`src/rtl/zsc_pkg.sv`:
```
package zsc_pkg;
   typedef enum logic [2:0] {
      ST_IDLE  = 3'd0,
      ST_INIT  = 3'd1,
      ST_READ  = 3'd2,
      ST_CHECK = 3'd3,
      ST_NEXT  = 3'd4,
      ST_DONE  = 3'd5
   } zsc_state_e;
endpackage

```
`src/rtl/zsc_regfile.sv`:
```
module zsc_regfile #(
   parameter int DATA_W = 8,
   parameter int DEPTH  = 10,
   parameter int ADDR_W = (DEPTH > 1) ? $clog2(DEPTH) : 1
) (
   input  logic              clk,
   input  logic              rst_n,
   input  logic              wr_en,
   input  logic [ADDR_W-1:0] wr_addr,
   input  logic [DATA_W-1:0] wr_data,
   input  logic [ADDR_W-1:0] rd_addr,
   output logic [DATA_W-1:0] rd_data
);
   logic [DATA_W-1:0] words [DEPTH];

   // one register per entry; addresses at or above DEPTH match no entry
   for (genvar g = 0; g < DEPTH; g++) begin : g_word
      always_ff @(posedge clk or negedge rst_n) begin
         if (!rst_n) begin
            words[g] <= '0;
         end else if (wr_en && (wr_addr == ADDR_W'(g))) begin
            words[g] <= wr_data;
         end
      end
   end

   always_comb begin
      rd_data = '0;
      for (int i = 0; i < DEPTH; i++) begin
         if (rd_addr == ADDR_W'(i)) rd_data = words[i];
      end
   end
endmodule

```
`src/rtl/zsc_ctrl.sv`:
```
module zsc_ctrl
   import zsc_pkg::*;
(
   input  logic clk,
   input  logic rst_n,
   input  logic start,
   input  logic last_idx,
   output logic clr,
   output logic load_ops,
   output logic test_ops,
   output logic advance,
   output logic commit
);
   zsc_state_e state, state_nx;

   always_ff @(posedge clk or negedge rst_n) begin
      if (!rst_n) state <= ST_IDLE;
      else        state <= state_nx;
   end

   always_comb begin
      state_nx = state;
      unique case (state)
         ST_IDLE:  if (start) state_nx = ST_INIT;
         ST_INIT:  state_nx = ST_READ;
         ST_READ:  state_nx = ST_CHECK;
         ST_CHECK: state_nx = ST_NEXT;
         ST_NEXT:  state_nx = last_idx ? ST_DONE : ST_READ;
         ST_DONE:  state_nx = ST_IDLE;
         default:  state_nx = ST_IDLE;
      endcase
   end

   assign clr      = (state == ST_INIT);
   assign load_ops = (state == ST_READ);
   assign test_ops = (state == ST_CHECK);
   assign advance  = (state == ST_NEXT) && !last_idx;
   assign commit   = (state == ST_DONE);

   // start seen during a scan never re-enters the init state
   assert_busy_start_ignored_R5: assert property (@(posedge clk) disable iff (!rst_n)
      (state != ST_IDLE && start) |=> (state != ST_INIT));
   // init is entered only from idle with start high
   assert_init_needs_start_R6: assert property (@(posedge clk) disable iff (!rst_n)
      (state == ST_INIT) |-> ($past(state) == ST_IDLE && $past(start)));
   assert_state_legal: assert property (@(posedge clk) disable iff (!rst_n)
      $onehot0({clr, load_ops, test_ops, state == ST_NEXT, commit}));
endmodule

```
`src/rtl/zsc_datapath.sv`:
```
module zsc_datapath #(
   parameter int DATA_W = 8,
   parameter int DEPTH  = 10,
   parameter int ADDR_W = (DEPTH > 1) ? $clog2(DEPTH) : 1,
   parameter int CNT_W  = $clog2(DEPTH + 1)
) (
   input  logic              clk,
   input  logic              rst_n,
   input  logic              clr,
   input  logic              load_ops,
   input  logic              test_ops,
   input  logic              advance,
   input  logic              commit,
   input  logic [DATA_W-1:0] word_a,
   input  logic [DATA_W-1:0] word_b,
   output logic [ADDR_W-1:0] idx,
   output logic              last_idx,
   output logic [CNT_W-1:0]  result,
   output logic              done
);
   logic [DATA_W-1:0] op_a, op_b;
   logic [CNT_W-1:0]  cnt;
   logic              hit;

   assign last_idx = (idx == ADDR_W'(DEPTH - 1));
   assign hit      = (op_a == '0) || (op_b == '0);

   always_ff @(posedge clk or negedge rst_n) begin
      if (!rst_n) begin
         idx    <= '0;
         cnt    <= '0;
         op_a   <= '0;
         op_b   <= '0;
         result <= '0;
         done   <= 1'b0;
      end else begin
         done <= commit;
         if (clr) begin
            idx <= '0;
            cnt <= '0;
         end
         if (advance)           idx  <= idx + 1'b1;
         if (load_ops) begin
            op_a <= word_a;
            op_b <= word_b;
         end
         if (test_ops && hit)   cnt  <= cnt + 1'b1;
         if (commit)            result <= cnt;
      end
   end

   assert_cnt_bound_R8: assert property (@(posedge clk) disable iff (!rst_n)
      cnt <= CNT_W'(DEPTH));
   assert_idx_bound: assert property (@(posedge clk) disable iff (!rst_n)
      idx <= ADDR_W'(DEPTH - 1));
   assert_done_single_R3: assert property (@(posedge clk) disable iff (!rst_n)
      done |=> !done);
   assert_result_hold_R4: assert property (@(posedge clk) disable iff (!rst_n)
      !done |-> $stable(result));
   // the count only clears or steps by one
   assert_cnt_step_R9: assert property (@(posedge clk) disable iff (!rst_n)
      !clr |=> (cnt == $past(cnt) || cnt == $past(cnt) + 1'b1));
endmodule

```
`src/rtl/zero_scan_counter.sv`:
```
module zero_scan_counter #(
   parameter int DATA_W = 8,
   parameter int DEPTH  = 10,
   parameter int ADDR_W = (DEPTH > 1) ? $clog2(DEPTH) : 1,
   parameter int CNT_W  = $clog2(DEPTH + 1)
) (
   input  logic              clk,
   input  logic              rst_n,
   input  logic              start,
   input  logic              wr_en_a,
   input  logic [ADDR_W-1:0] wr_addr_a,
   input  logic [DATA_W-1:0] wr_data_a,
   input  logic              wr_en_b,
   input  logic [ADDR_W-1:0] wr_addr_b,
   input  logic [DATA_W-1:0] wr_data_b,
   output logic [CNT_W-1:0]  result,
   output logic              done
);
   if (DATA_W < 1) begin : g_bad_data_w
      $error("DATA_W must be at least 1");
   end
   if (DEPTH < 2) begin : g_bad_depth
      $error("DEPTH must be at least 2");
   end
   if ((1 << ADDR_W) < DEPTH) begin : g_bad_addr_w
      $error("ADDR_W too narrow for DEPTH");
   end
   if ((1 << CNT_W) <= DEPTH) begin : g_bad_cnt_w
      $error("CNT_W too narrow to hold DEPTH");
   end

   logic              clr, load_ops, test_ops, advance, commit, last_idx;
   logic [ADDR_W-1:0] idx;
   logic [DATA_W-1:0] word_a, word_b;

   zsc_regfile #(.DATA_W(DATA_W), .DEPTH(DEPTH), .ADDR_W(ADDR_W)) u_file_a (
      .clk(clk), .rst_n(rst_n), .wr_en(wr_en_a), .wr_addr(wr_addr_a),
      .wr_data(wr_data_a), .rd_addr(idx), .rd_data(word_a));

   zsc_regfile #(.DATA_W(DATA_W), .DEPTH(DEPTH), .ADDR_W(ADDR_W)) u_file_b (
      .clk(clk), .rst_n(rst_n), .wr_en(wr_en_b), .wr_addr(wr_addr_b),
      .wr_data(wr_data_b), .rd_addr(idx), .rd_data(word_b));

   zsc_ctrl u_ctrl (
      .clk(clk), .rst_n(rst_n), .start(start), .last_idx(last_idx),
      .clr(clr), .load_ops(load_ops), .test_ops(test_ops),
      .advance(advance), .commit(commit));

   zsc_datapath #(.DATA_W(DATA_W), .DEPTH(DEPTH), .ADDR_W(ADDR_W), .CNT_W(CNT_W)) u_dp (
      .clk(clk), .rst_n(rst_n), .clr(clr), .load_ops(load_ops),
      .test_ops(test_ops), .advance(advance), .commit(commit),
      .word_a(word_a), .word_b(word_b), .idx(idx), .last_idx(last_idx),
      .result(result), .done(done));

   assert_reset_quiet_R1: assert property (@(posedge clk)
      !rst_n |=> (!done && result == '0) or rst_n);
endmodule

```
`config.mk`:
```
export PLATFORM = sky130hd
export DESIGN_NAME = zero_scan_counter
export DESIGN_NICKNAME = d
export VERILOG_FILES = /design/src/rtl/zsc_pkg.sv /design/src/rtl/zsc_regfile.sv /design/src/rtl/zsc_ctrl.sv /design/src/rtl/zsc_datapath.sv /design/src/rtl/zero_scan_counter.sv
export SDC_FILE = /design/constraint.sdc
export NUM_CORES = 1
export LEC_CHECK = 0
export BUFFER_PORTS_ARGS = -buffer_cell sky130_fd_sc_hd__buf_2
export CORE_ASPECT_RATIO = 1.1
export CORE_MARGIN = 2
export CORE_UTILIZATION = 60
export DETAILED_ROUTE_END_ITERATION = 8
export HOLD_SLACK_MARGIN = 0.1
export PLACE_DENSITY = 0.74
export SLEW_MARGIN = 40
export SYNTH_ARGS = -nofsm -noshare
export SYNTH_HDL_FRONTEND = slang
export SYNTH_HIERARCHICAL = 1
export SYNTH_SLANG_ARGS = --single-unit
```
`constraint.sdc`:
```
create_clock -name clk -period 2.95 [get_ports clk]
set_clock_uncertainty 0.15 [all_clocks]
set_input_delay 0.885 -clock clk [delete_from_list [all_inputs] [get_ports clk]]
set_output_delay 0.885 -clock clk [all_outputs]
set_load 0.01 [all_outputs]
```
==> metrics.md, run 1 <==
| Metric | Value |
|---|---|
| Unrepaired setup endpoints after global routing | no |
| # clock sinks | 192 |
| Final setup vio count | 0 |
| Syn_area_per_cell | 12.8 um2 |
| Final wirelength | 20.4 mm |
| NetSw | 2.65 mW |
| Tot GR Track Use | 0.258 |
| Final max-slew violation count | 0 |
| Starting density of the core | 0.610 |
| Internal cell power | 6.11 mW |
| Synth top area share | 0.504 |
| IO Port Bufs | 33 |
| Post-route clock period utilization | 0.836 |
| Top-level I/O count | 34 |
| Die area | 16,900 um2 |
| Max H-tree Level | 4 |
| Total Power | 8.75 mW |
| Reg2reg path depth | 5 |
| Met2 Routed Length | 10.7 mm |
| Dpl hpwl | 13.9 mm |
| Post-synth cell types | 46 |
| Num rows | 48 |
| Vias | 5,966 |
| Slew HR | 0.496 |
| Final nets | 789 |
| Worst setup SP type | flip-flop |
| Largest net degree at the start of global routing | 53 |
| Maxcap violations | 0 |
| Critical Path Sink | u_dp/op_b[0]$_DFFE_PN0P_ |
| Crit-path cells | buf_4, nor3b_2, a21oi_1, o21ai_0, mux2_2 |
| Fill cell count | 1,171 |
| Top sig layer | met4 |
| Hold Path Class | input pin to async pin |
| Core box area | 15,600 um2 |
| Synthesized area | 9530 um2 |
| FF+latch count, synth | 192 |
| Worst endpoint required time | 3.16 ns |
| DR DRC count | 0 |
| Met3 Wirelength | 584 um |
| Seq/Total Area, Yosys | 0.504 |
| Worst Setup SP | u_dp/idx[1]$_DFFE_PN0P_ |
| Flop pwr share | 0.447 |
| Gate power share | 0.285 |
| CTS Buffer Depth | 2 |
| PD cells | 838 nW/um2 |
| Wire per inst | 21.1 um |
| Root buf cell | clkbuf_16 |
| Worst Tran Pin Value | 0.749 ns |
| Post-synth EDFFs | 0 |
| Chip height | 136 um |
| Iter 0 DRT Violations | 337 |
| Fraction of layout cells with a size suffix above 1 | 0.397 |
| Antenna cells | 0 |
| TritonCTS clock tree | yes |
| Ys flop type | dfrtp_1 |
| CP max stage cell | dfrtp_4 |
| Initial antenna violation count | 0 |
| Crit Path Category | flip-flop to flip-flop |
| Die Width | 124 um |
| Fin Setup TNS | 0 ns |
| Placer's final routability congestion estimate | 0.807 |
| Clk_lat worst skew | 0.43 ns |
| Syn Inst Count | 743 |
| Clk pwr share | 0.269 |
| Most common library cell in the layout ignoring fill and taps | dfrtp_1 |
| Metal1 wirelength | 8.63 mm |
| Minimum clock period | 2.47 ns |
| Peak Freq | 405 MHz |
| Outcome | completed |
| Crit path capture type | flip-flop |
| Fin Hold WS | 0.248 ns |
| 1st-pass router iterations | 4 |
| Data arrival, critical path | 2.68 ns |
| Worst-path clk slew | 0.07 ns |
| Placed Cells | 938 |
| Post-DRT Antenna Nets | 0 |
| P&R area growth vs syn | 9.52% |
| Switching Fraction | 0.302 |
| GRT Residual Overflow | 0 |
| Post-CTS Hold Buffers | 0 |
| Synth area leaders | dfrtp_1 (50%), mux2_2 (21%), mux2i_1 (5.0%), mux2_4 (2.7%), a21oi_1 (1.7%) |
| Syn nets | 775 |
| First-pass GRT wire length | 33.0 mm |
| Number of post-CTS setup repair buffers | 0 |
| Post-synth ARST share | 1.00 |
| RR Startpoint | u_dp/idx[1]$_DFFE_PN0P_ |
| CP Max Fanout | 52 |
| R2r setup slk | 0.48 ns |
| Via density | 6.16 |
| Maximum VDD drop | 0.456 mV |
| Non-Filler Instances | 969 |
| FF-to-FF End | u_dp/op_b[0]$_DFFE_PN0P_ |
| P_leak | 4.46 nW |
| CTS Buf Count | 17 |
| Slowest stage delay, CP | 0.74 ns |
| Fin. Hold Viols | 0 |
| PostCTS Resize Cnt | 0 |
| Number of global-route vias before repair | 6,344 |
| YS warnings | 6 |
| Top cell type by total area after synthesis | dfrtp_1 |
| Commonest non-fill, non-tap cells in the layout | dfrtp_1 (190), mux2_2 (180), mux2i_1 (48) |
flip-flops by register name, summed over array words and instances, names as in the netlist:
signal,cells
u_dp/cnt,4
u_file_b/words,80
u_ctrl/state,3
u_dp/result,4
u_file_a/words,80
u_dp/idx,4
u_dp/done,1
u_dp/op_b,8
u_dp/op_a,8
cell usage after synthesis (4+ instances only):
cell / number
nor2_2: 6
buf_1: 18
buf_6: 8
mux2_2: 180
nand3b_4: 4
a21oi_1: 33
buf_4: 8
clkbuf_1: 6
a221oi_1: 14
mux2i_1: 48
nor4_1: 4
mux2_4: 17
buf_2: 10
nor3b_4: 4
o21ai_0: 32
nor2_1: 40
dfrtp_1: 192
nand3b_1: 17
nand2b_1: 14
nand2_1: 10
a211oi_1: 14
nor2b_1: 17
cell type report:
cell class / instances / area, um2 / share of cell area
repair buffers: 48 / 347 / 0.0332
flip-flops and latches: 192 / 4810 / 0.461
multi-input cells: 495 / 4420 / 0.423
clock inverters: 10 / 135 / 0.0129
well taps: 200 / 250 / 0.0240
clock buffers: 21 / 470 / 0.0451
inverters: 3 / 11.3 / 0.00108
layer usage:
metal,global-route usage,up-vias
met2,0.446,126
met5,0,-
met3,0.0436,44
li1,-,2710
met4,0.0980,0
met1,0.323,3086
logic make-up after synthesis:
group                      after synthesis  synth area share
adders and majority gates                3           0.00394
DFF                                    192             0.504
and+or+nand+nor                        138            0.0958
AOI/OAI and AO/OA                      105            0.0696
xor gates and xnor gates                 4           0.00368
buffers and inverters                   56            0.0332
muxes                                  245             0.290
power by group through the flow:
stage | Combinational (mW) | Clock, mW | Sequential (mW)
4_1_cts | 2.50 | 2.39 | 3.90
2_1_floorplan | 2.05 | 0 | 3.67
3_3_place_gp | 2.39 | 0 | 3.89
5_1_grt | 2.72 | 2.50 | 4.01
3_5_place_dp | 2.48 | 0 | 3.94
6_report | 2.49 | 2.35 | 3.91
worst min path at each step:
stage | start | end | slack [ns] | depth (start not counted)
after floorplan | u_file_a/words[48]$_DFFE_PN0P_ | u_file_a/words[48]$_DFFE_PN0P_ | 0.32 | 1
after CTS | rst_n | u_file_a/words[61]$_DFFE_PN0P_ | 0.28 | 1
final | rst_n | u_file_a/words[16]$_DFFE_PN0P_ | 0.25 | 1
after global routing | rst_n | u_file_a/words[16]$_DFFE_PN0P_ | 0.29 | 1
after detailed placement | u_file_a/words[53]$_DFFE_PN0P_ | u_file_a/words[53]$_DFFE_PN0P_ | 0.34 | 1
after global placement | u_file_b/words[54]$_DFFE_PN0P_ | u_file_b/words[54]$_DFFE_PN0P_ | 0.33 | 1
worst max-delay path: cells and delay by family, from the launching register on:
kind	cells	cell delay (ns)
AO/OA/AOI/OAI	2	0.33
flip-flops	1	0.74
multiplexers	1	0.22
AND/OR/NAND/NOR	1	0.61
buffers and inverters	1	0.32
through the flow:
step / setup slack, ns / util / instance area (um2)
floorplan: 0.902 / - / 9530
global placement: 0.524 / 0.630 / 9830
detailed placement: 0.496 / 0.630 / 9830
CTS: 0.470 / 0.669 / 10400
global route: 0.355 / 0.669 / 10400
finish: 0.482 / 0.669 / 10400
Power figures use the tool's default switching activity.
==> run 2, diff against run 1 <==
--- a/config.mk
+++ b/config.mk
@@ -8,10 +8,10 @@
 export BUFFER_PORTS_ARGS = -buffer_cell sky130_fd_sc_hd__buf_2
 export CORE_ASPECT_RATIO = 1.1
 export CORE_MARGIN = 2
-export CORE_UTILIZATION = 60
+export CORE_UTILIZATION = 56
 export DETAILED_ROUTE_END_ITERATION = 8
 export HOLD_SLACK_MARGIN = 0.1
-export PLACE_DENSITY = 0.74
+export PLACE_DENSITY = 0.72
 export SLEW_MARGIN = 40
 export SYNTH_ARGS = -nofsm -noshare
 export SYNTH_HDL_FRONTEND = slang
==> constraint.sdc (replaced) <==
create_clock -name clk -period 2.2 [get_ports clk]
set_clock_uncertainty 0.15 [all_clocks]
set_input_delay 0.66 -clock clk [delete_from_list [all_inputs] [get_ports clk]]
set_output_delay 0.66 -clock clk [all_outputs]
set_load 0.01 [all_outputs]
==> metrics.md, run 2 (synthesized netlist as in run 1, its figures left out) <==
| Metric | Value |
|---|---|
| Outcome | completed |
| CP Max Fanout | 20 (-62%) |
| Wire per inst | 20.0 um (-4.9%) |
| Internal cell power | 8.14 mW (+33%) |
| Core box area | 16,800 um2 (+7.8%) |
| 1st-pass router iterations | 5 (+1) |
| TritonCTS clock tree | yes |
| Unrepaired setup endpoints after global routing | yes |
| P&R area growth vs syn | 13.5% |
| Post-route clock period utilization | 0.961 (+0.124) |
| Met3 Wirelength | 602 um (+3.1%) |
| Maximum VDD drop | 0.707 mV (+55%) |
| Worst setup SP type | flip-flop |
| Largest net degree at the start of global routing | 52 (-1.9%) |
| Max H-tree Level | 4 (unchanged) |
| GRT Residual Overflow | 0 (unchanged) |
| Antenna cells | 0 (unchanged) |
| Hold Path Class | flip-flop to flip-flop |
| Most common library cell in the layout ignoring fill and taps | dfrtp_1 |
| DR DRC count | 0 (unchanged) |
| PD cells | 1090 nW/um2 (+30%) |
| Final worst slack | 0.0860 ns (-0.396 ns) |
| Die area | 18,100 um2 (+6.9%) |
| Clk_lat worst skew | 0.43 ns (about the same) |
| Placed Cells | 982 (+4.7%) |
| Peak Freq | 473 MHz (+17%) |
| Num rows | 50 (+4.2%) |
| Die Width | 128 um (+3.4%) |
| First-pass GRT wire length | 34.0 mm (+2.9%) |
| Fin Hold WS | 0.353 ns (+0.105 ns) |
| Biggest regs | u_file_a/words: 80 flops, u_file_b/words: 80 flops |
| Placer's final routability congestion estimate | 0.835 (+3.5%) |
| Top-level I/O count | 34 (unchanged) |
| Vias | 6,125 (+2.7%) |
| Switching Fraction | 0.312 (+0.00996) |
| Crit Path Category | flip-flop to flip-flop |
| Root buf cell | clkbuf_16 |
| NetSw | 3.69 mW (+40%) |
| Worst-path clk slew | 0.07 ns (about the same) |
| Tot GR Track Use | 0.241 (-0.0166) |
| Final max-slew violation count | 0 (unchanged) |
| Final setup vio count | 0 (unchanged) |
| Pre-CTS setup slack | 0.0498 ns (-0.447 ns) |
| CTS Buf Count | 17 (unchanged) |
| Fraction of layout cells with a size suffix above 1 | 0.426 (+0.0297) |
| Commonest non-fill, non-tap cells in the layout | dfrtp_1 (190), mux2_2 (180), mux2i_1 (48) |
| Initial antenna violation count | 0 (unchanged) |
| Iter 0 DRT Violations | 434 (+29%) |
| Via density | 6.03 (-2.0%) |
| Flop pwr share | 0.431 (-0.016) |
| Gate power share | 0.314 (+0.029) |
| Met2 Routed Length | 10.5 mm (-1.7%) |
| CTS Buffer Depth | 2 (unchanged) |
| Top sig layer | met4 |
| Crit path capture type | flip-flop |
| Starting density of the core | 0.566 (-0.0440) |
| Fin. Hold Viols | 0 (unchanged) |
| IO Port Bufs | 33 (unchanged) |
| Non-Filler Instances | 1,015 (+4.7%) |
| Final nets | 826 (+4.7%) |
| # clock sinks | 192 (unchanged) |
| Metal1 wirelength | 8.84 mm (+2.4%) |
| Slew HR | 0.572 (+0.0757) |
| Chip height | 141 um (+3.4%) |
| Number of global-route vias before repair | 6,451 (+1.7%) |
| Final wirelength | 20.3 mm (-0.35%) |
| Clk pwr share | 0.256 (-0.013) |
| Maxcap violations | 0 (unchanged) |
| P_leak | 4.66 nW (+4.5%) |
| Total Power | 11.8 mW (+35%) |
| Worst endpoint required time | 2.36 ns (-0.80 ns) |
| Dpl hpwl | 14.3 mm (+2.9%) |
| Fin Setup TNS | 0 ns (unchanged) |
| Minimum clock period | 2.11 ns (-0.354 ns) |
| Worst Tran Pin Value | 0.639 ns (-0.110 ns) |
| Data arrival, critical path | 2.28 ns (-0.40 ns) |
| Post-DRT Antenna Nets | 0 (unchanged) |
==> run 2: changes by cell type in the layout (fill, tap and decap cells not counted), sizes merged <==
cell and delta:
buf +35, clkinvlp +2, clkinv -3, inv +6, bufinv -2, dlygate4sd3 +1, clkbuf -1
==> run 2: what timing repair did <==
item	4_1_cts	5_1_grt
hold endpoints to repair	30	0
setup buffers	0	0
hold buffers	1	0
gates resized for setup	0	3
setup endpoints to repair	0	6
==> run 2: layout make-up <==
cell class / count / area, um2
Clock inverter: 13 / 123
Clock buffer: 19 / 453
Multi-Input combinational cell: 495 / 4430
Timing Repair Buffer: 85 / 742
Inverter: 3 / 11.3
Fill cell: 1259 / 6000
Sequential cell: 192 / 4810
Tap cell: 208 / 260
==> run 2: power by group through the flow <==
stage / registers, mW / logic [mW] / clock network [mW]
2_1_floorplan: 4.93 / 2.75 / 0
3_3_place_gp: 5.07 / 3.55 / 0
3_5_place_dp: 5.15 / 3.68 / 0
4_1_cts: 5.09 / 3.71 / 3.07
5_1_grt: 5.21 / 4.05 / 3.20
6_report: 5.09 / 3.71 / 3.03
==> run 2: routing by layer <==
| layer | vias to the layer above | track usage |
|---|---|---|
| li1 | 2783 | - |
| met1 | 3183 | 0.305 |
| met2 | 131 | 0.422 |
| met3 | 28 | 0.0398 |
| met4 | 0 | 0.0798 |
| met5 | - | 0 |
==> run 2: path summary, 6_finish.rpt <==
check	depth (start not counted)	end	startpoint	slack, ns
hold reg to reg	1	u_file_a/words[53]$_DFFE_PN0P_	u_file_a/words[53]$_DFFE_PN0P_	0.35
max in group asynchronous	3	u_dp/op_b[2]$_DFFE_PN0P_	rst_n	0.77
setup / recovery	6	u_dp/op_b[0]$_DFFE_PN0P_	u_dp/idx[1]$_DFFE_PN0P_	0.09
min in group asynchronous	2	u_file_a/words[1]$_DFFE_PN0P_	rst_n	0.55
hold / removal	1	u_file_a/words[53]$_DFFE_PN0P_	u_file_a/words[53]$_DFFE_PN0P_	0.35
setup reg to reg	6	u_dp/op_b[0]$_DFFE_PN0P_	u_dp/idx[1]$_DFFE_PN0P_	0.09
==> run 2: critical path, stage by stage (launching register included) <==
cell and delay, ns:
dfrtp_4 0.55, buf_12 0.20, mux2i_1 0.22, o21ai_0 0.13, a221oi_1 0.30, o21ai_0 0.16
mux2_2 0.28
==> run 2: through the flow <==
step	util	instance area [um2]
4_1_cts	0.643	10800
2_1_floorplan	-	9530
3_3_place_gp	0.608	10200
3_5_place_dp	0.608	10200
5_1_grt	0.643	10800
6_report	0.643	10800
==> run 3, diff against run 2 <==
--- a/config.mk
+++ b/config.mk
@@ -8,10 +8,11 @@
 export BUFFER_PORTS_ARGS = -buffer_cell sky130_fd_sc_hd__buf_2
 export CORE_ASPECT_RATIO = 1.1
 export CORE_MARGIN = 2
-export CORE_UTILIZATION = 56
+export CORE_UTILIZATION = 58
+export CTS_BUF_LIST = sky130_fd_sc_hd__clkbuf_8
 export DETAILED_ROUTE_END_ITERATION = 8
 export HOLD_SLACK_MARGIN = 0.1
-export PLACE_DENSITY = 0.72
+export PLACE_DENSITY = 0.74
 export SLEW_MARGIN = 40
 export SYNTH_ARGS = -nofsm -noshare
 export SYNTH_HDL_FRONTEND = slang
==> metrics.md, run 3 (synthesized netlist as in run 1, its figures left out) <==
| Metric | Value |
|---|---|
| Starting density of the core | 0.587 (+0.0203) |
| Initial antenna violation count | 0 (unchanged) |
| Iter 0 DRT Violations | 324 (-25%) |
| Final setup vio count | 1 (+1) |
| Top-level I/O count | 34 (unchanged) |
| Worst Tran Pin Value | 0.703 ns (+0.0641 ns) |
| Max H-tree Level | 4 (unchanged) |
| Final worst slack | -0.0133 ns (-0.0993 ns) |
| Crit Path Category | flip-flop to flip-flop |
| Worst setup SP type | flip-flop |
| Worst-path clk slew | 0.10 ns (+0.03 ns) |
| Data arrival, critical path | 2.41 ns (+0.13 ns) |
| 1st-pass router iterations | 4 (-1) |
| P&R area growth vs syn | 10.8% |
| PD cells | 1050 nW/um2 (-4.0%) |
| NetSw | 3.58 mW (-3.0%) |
| Die area | 17,500 um2 (-3.3%) |
| WP buf/inv | 1 (unchanged) |
| Biggest regs | u_file_a/words: 80 flops, u_file_b/words: 80 flops |
| Failing checks | setup timing |
| Gate power share | 0.329 (+0.015) |
| First-pass GRT wire length | 33.2 mm (-2.4%) |
| Final wirelength | 20.1 mm (-1.4%) |
| Switching Fraction | 0.323 (+0.0109) |
| Final nets | 815 (-1.3%) |
| CP Max Fanout | 6 (-70%) |
| Antenna cells | 0 (unchanged) |
| Dpl hpwl | 13.9 mm (-3.2%) |
| Tot GR Track Use | 0.241 (-0.000289) |
| CP max stage cell | dfrtp_4 |
| Vias | 5,984 (-2.3%) |
| Placer's final routability congestion estimate | 0.872 (+4.4%) |
| Minimum clock period | 2.21 ns (+0.0993 ns) |
| CTS Buffer Depth | 2 (unchanged) |
| Die Width | 126 um (-1.7%) |
| Core box area | 16,200 um2 (-3.5%) |
| IO Port Bufs | 33 (unchanged) |
| Slowest stage delay, CP | 0.54 ns (about the same) |
| Post-route cell area | 10,600 um2 (-2.4%) |
| Outcome | finished, violations left |
| Peak Freq | 452 MHz (-4.5%) |
| Unrepaired setup endpoints after global routing | yes |
| GRT Residual Overflow | 0 (unchanged) |
| # clock sinks | 192 (unchanged) |
| Num rows | 49 (-2.0%) |
| Internal cell power | 7.50 mW (-7.8%) |
| Placed inst area | 10,100 um2 (-1.4%) |
| Slew HR | 0.529 (-0.0429) |
| CTS Buf Count | 17 (unchanged) |
| Fin. Hold Viols | 0 (unchanged) |
| Hold Path Class | flip-flop to flip-flop |
| Maxcap violations | 0 (unchanged) |
| Root buf cell | clkbuf_8 |
| DR DRC count | 0 (unchanged) |
| Post-route clock period utilization | 1.01 (+0.0451) |
| Clk_lat worst skew | 0.47 ns (+0.04 ns) |
| Clk pwr share | 0.216 (-0.040) |
| Wire per inst | 20.1 um (+0.12%) |
| Flop pwr share | 0.455 (+0.024) |
| Fin Hold WS | 0.362 ns (+0.00932 ns) |
| Post-DRT Antenna Nets | 0 (unchanged) |
| CP dominant cell by count | o21ai_0 |
| Number of global-route vias before repair | 6,417 (-0.53%) |
| Fraction of layout cells with a size suffix above 1 | 0.418 (-0.00793) |
| Largest net degree at the start of global routing | 52 (unchanged) |
| Chip height | 138 um (-1.7%) |
| Worst endpoint required time | 2.39 ns (+0.03 ns) |
| P_leak | 4.53 nW (-2.9%) |
| Via density | 5.98 (-0.84%) |
| Final max-slew violation count | 0 (unchanged) |
| Crit path capture type | flip-flop |
| Maximum VDD drop | 0.513 mV (-27%) |
| Delay-heaviest family, CP | compound AO/OA/AOI/OAI gates |
| TritonCTS clock tree | yes |
| Commonest non-fill, non-tap cells in the layout | dfrtp_1 (190), mux2_2 (180), mux2i_1 (48) |
| Most common library cell in the layout ignoring fill and taps | dfrtp_1 |
| Crit-path cells | buf_4, mux2i_1, o21ai_0, a221oi_1, o21ai_0, mux2_2 |
-- run 3: final cells by class --
type / count / area [um2]
clock buffer: 18 / 248
multi-input combinational: 495 / 4430
sequential: 192 / 4810
timing repair buffer: 74 / 634
clock inverter: 14 / 176
tap: 204 / 255
inverter: 3 / 11.3
fill: 1189 / 5690
-- run 3: power by group through the flow --
stage / logic (mW) / registers (mW) / clock network [mW]
after floorplan: 2.75 / 4.93 / 0
final: 3.65 / 5.05 / 2.39
after global routing: 3.97 / 5.16 / 2.60
after CTS: 3.61 / 5.05 / 2.46
after detailed placement: 3.59 / 5.12 / 0
after global placement: 3.45 / 5.04 / 0
-- run 3: repair_timing --
| item | CTS | global route |
|---|---|---|
| setup buffers | 0 | 4 |
| resized for setup | 0 | 4 |
| setup endpoints to repair | 0 | 8 |
| hold buffers | 1 | 0 |
| hold endpoints to repair | 27 | 0 |
-- run 3: per-stage QoR --
| step | worst slack (ns) | power [mW] | setup TNS, ns | utilization | cells |
|---|---|---|---|---|---|
| after floorplan | 0.342 | 7.68 | 0 | - | 743 |
| final | -0.0133 | 11.1 | -0.0133 | 0.650 | 1000 |
| after global routing | -0.00305 | 11.7 | -0.00305 | 0.650 | 1000 |
| after global placement | 0.0737 | 8.50 | 0 | 0.621 | 963 |
| after CTS | 0.0526 | 11.1 | 0 | 0.648 | 996 |
| after detailed placement | 0.00258 | 8.71 | 0 | 0.621 | 963 |
-- run 3: worst paths after layout --
| check | slack, ns | endpoint | from | depth (start not counted) |
|---|---|---|---|---|
| max | -0.01 | u_dp/op_a[0]$_DFFE_PN0P_ | u_dp/idx[1]$_DFFE_PN0P_ | 6 |
| min | 0.36 | u_dp/result[0]$_DFFE_PN0P_ | u_dp/result[0]$_DFFE_PN0P_ | 1 |
| max reg2reg | -0.01 | u_dp/op_a[0]$_DFFE_PN0P_ | u_dp/idx[1]$_DFFE_PN0P_ | 6 |
| min reg2reg | 0.36 | u_dp/result[0]$_DFFE_PN0P_ | u_dp/result[0]$_DFFE_PN0P_ | 1 |
| max in group asynchronous | 0.68 | u_file_b/words[26]$_DFFE_PN0P_ | rst_n | 3 |
| min in group asynchronous | 0.51 | u_file_a/words[49]$_DFFE_PN0P_ | rst_n | 2 |
-- run 3: metal layers --
metal	GRT usage	vias up	routed length, um
met4	0.0839	0	459
met2	0.412	103	10400
met3	0.0484	35	622
li1	-	2766	-
met1	0.306	3080	8600
met5	0	-	0
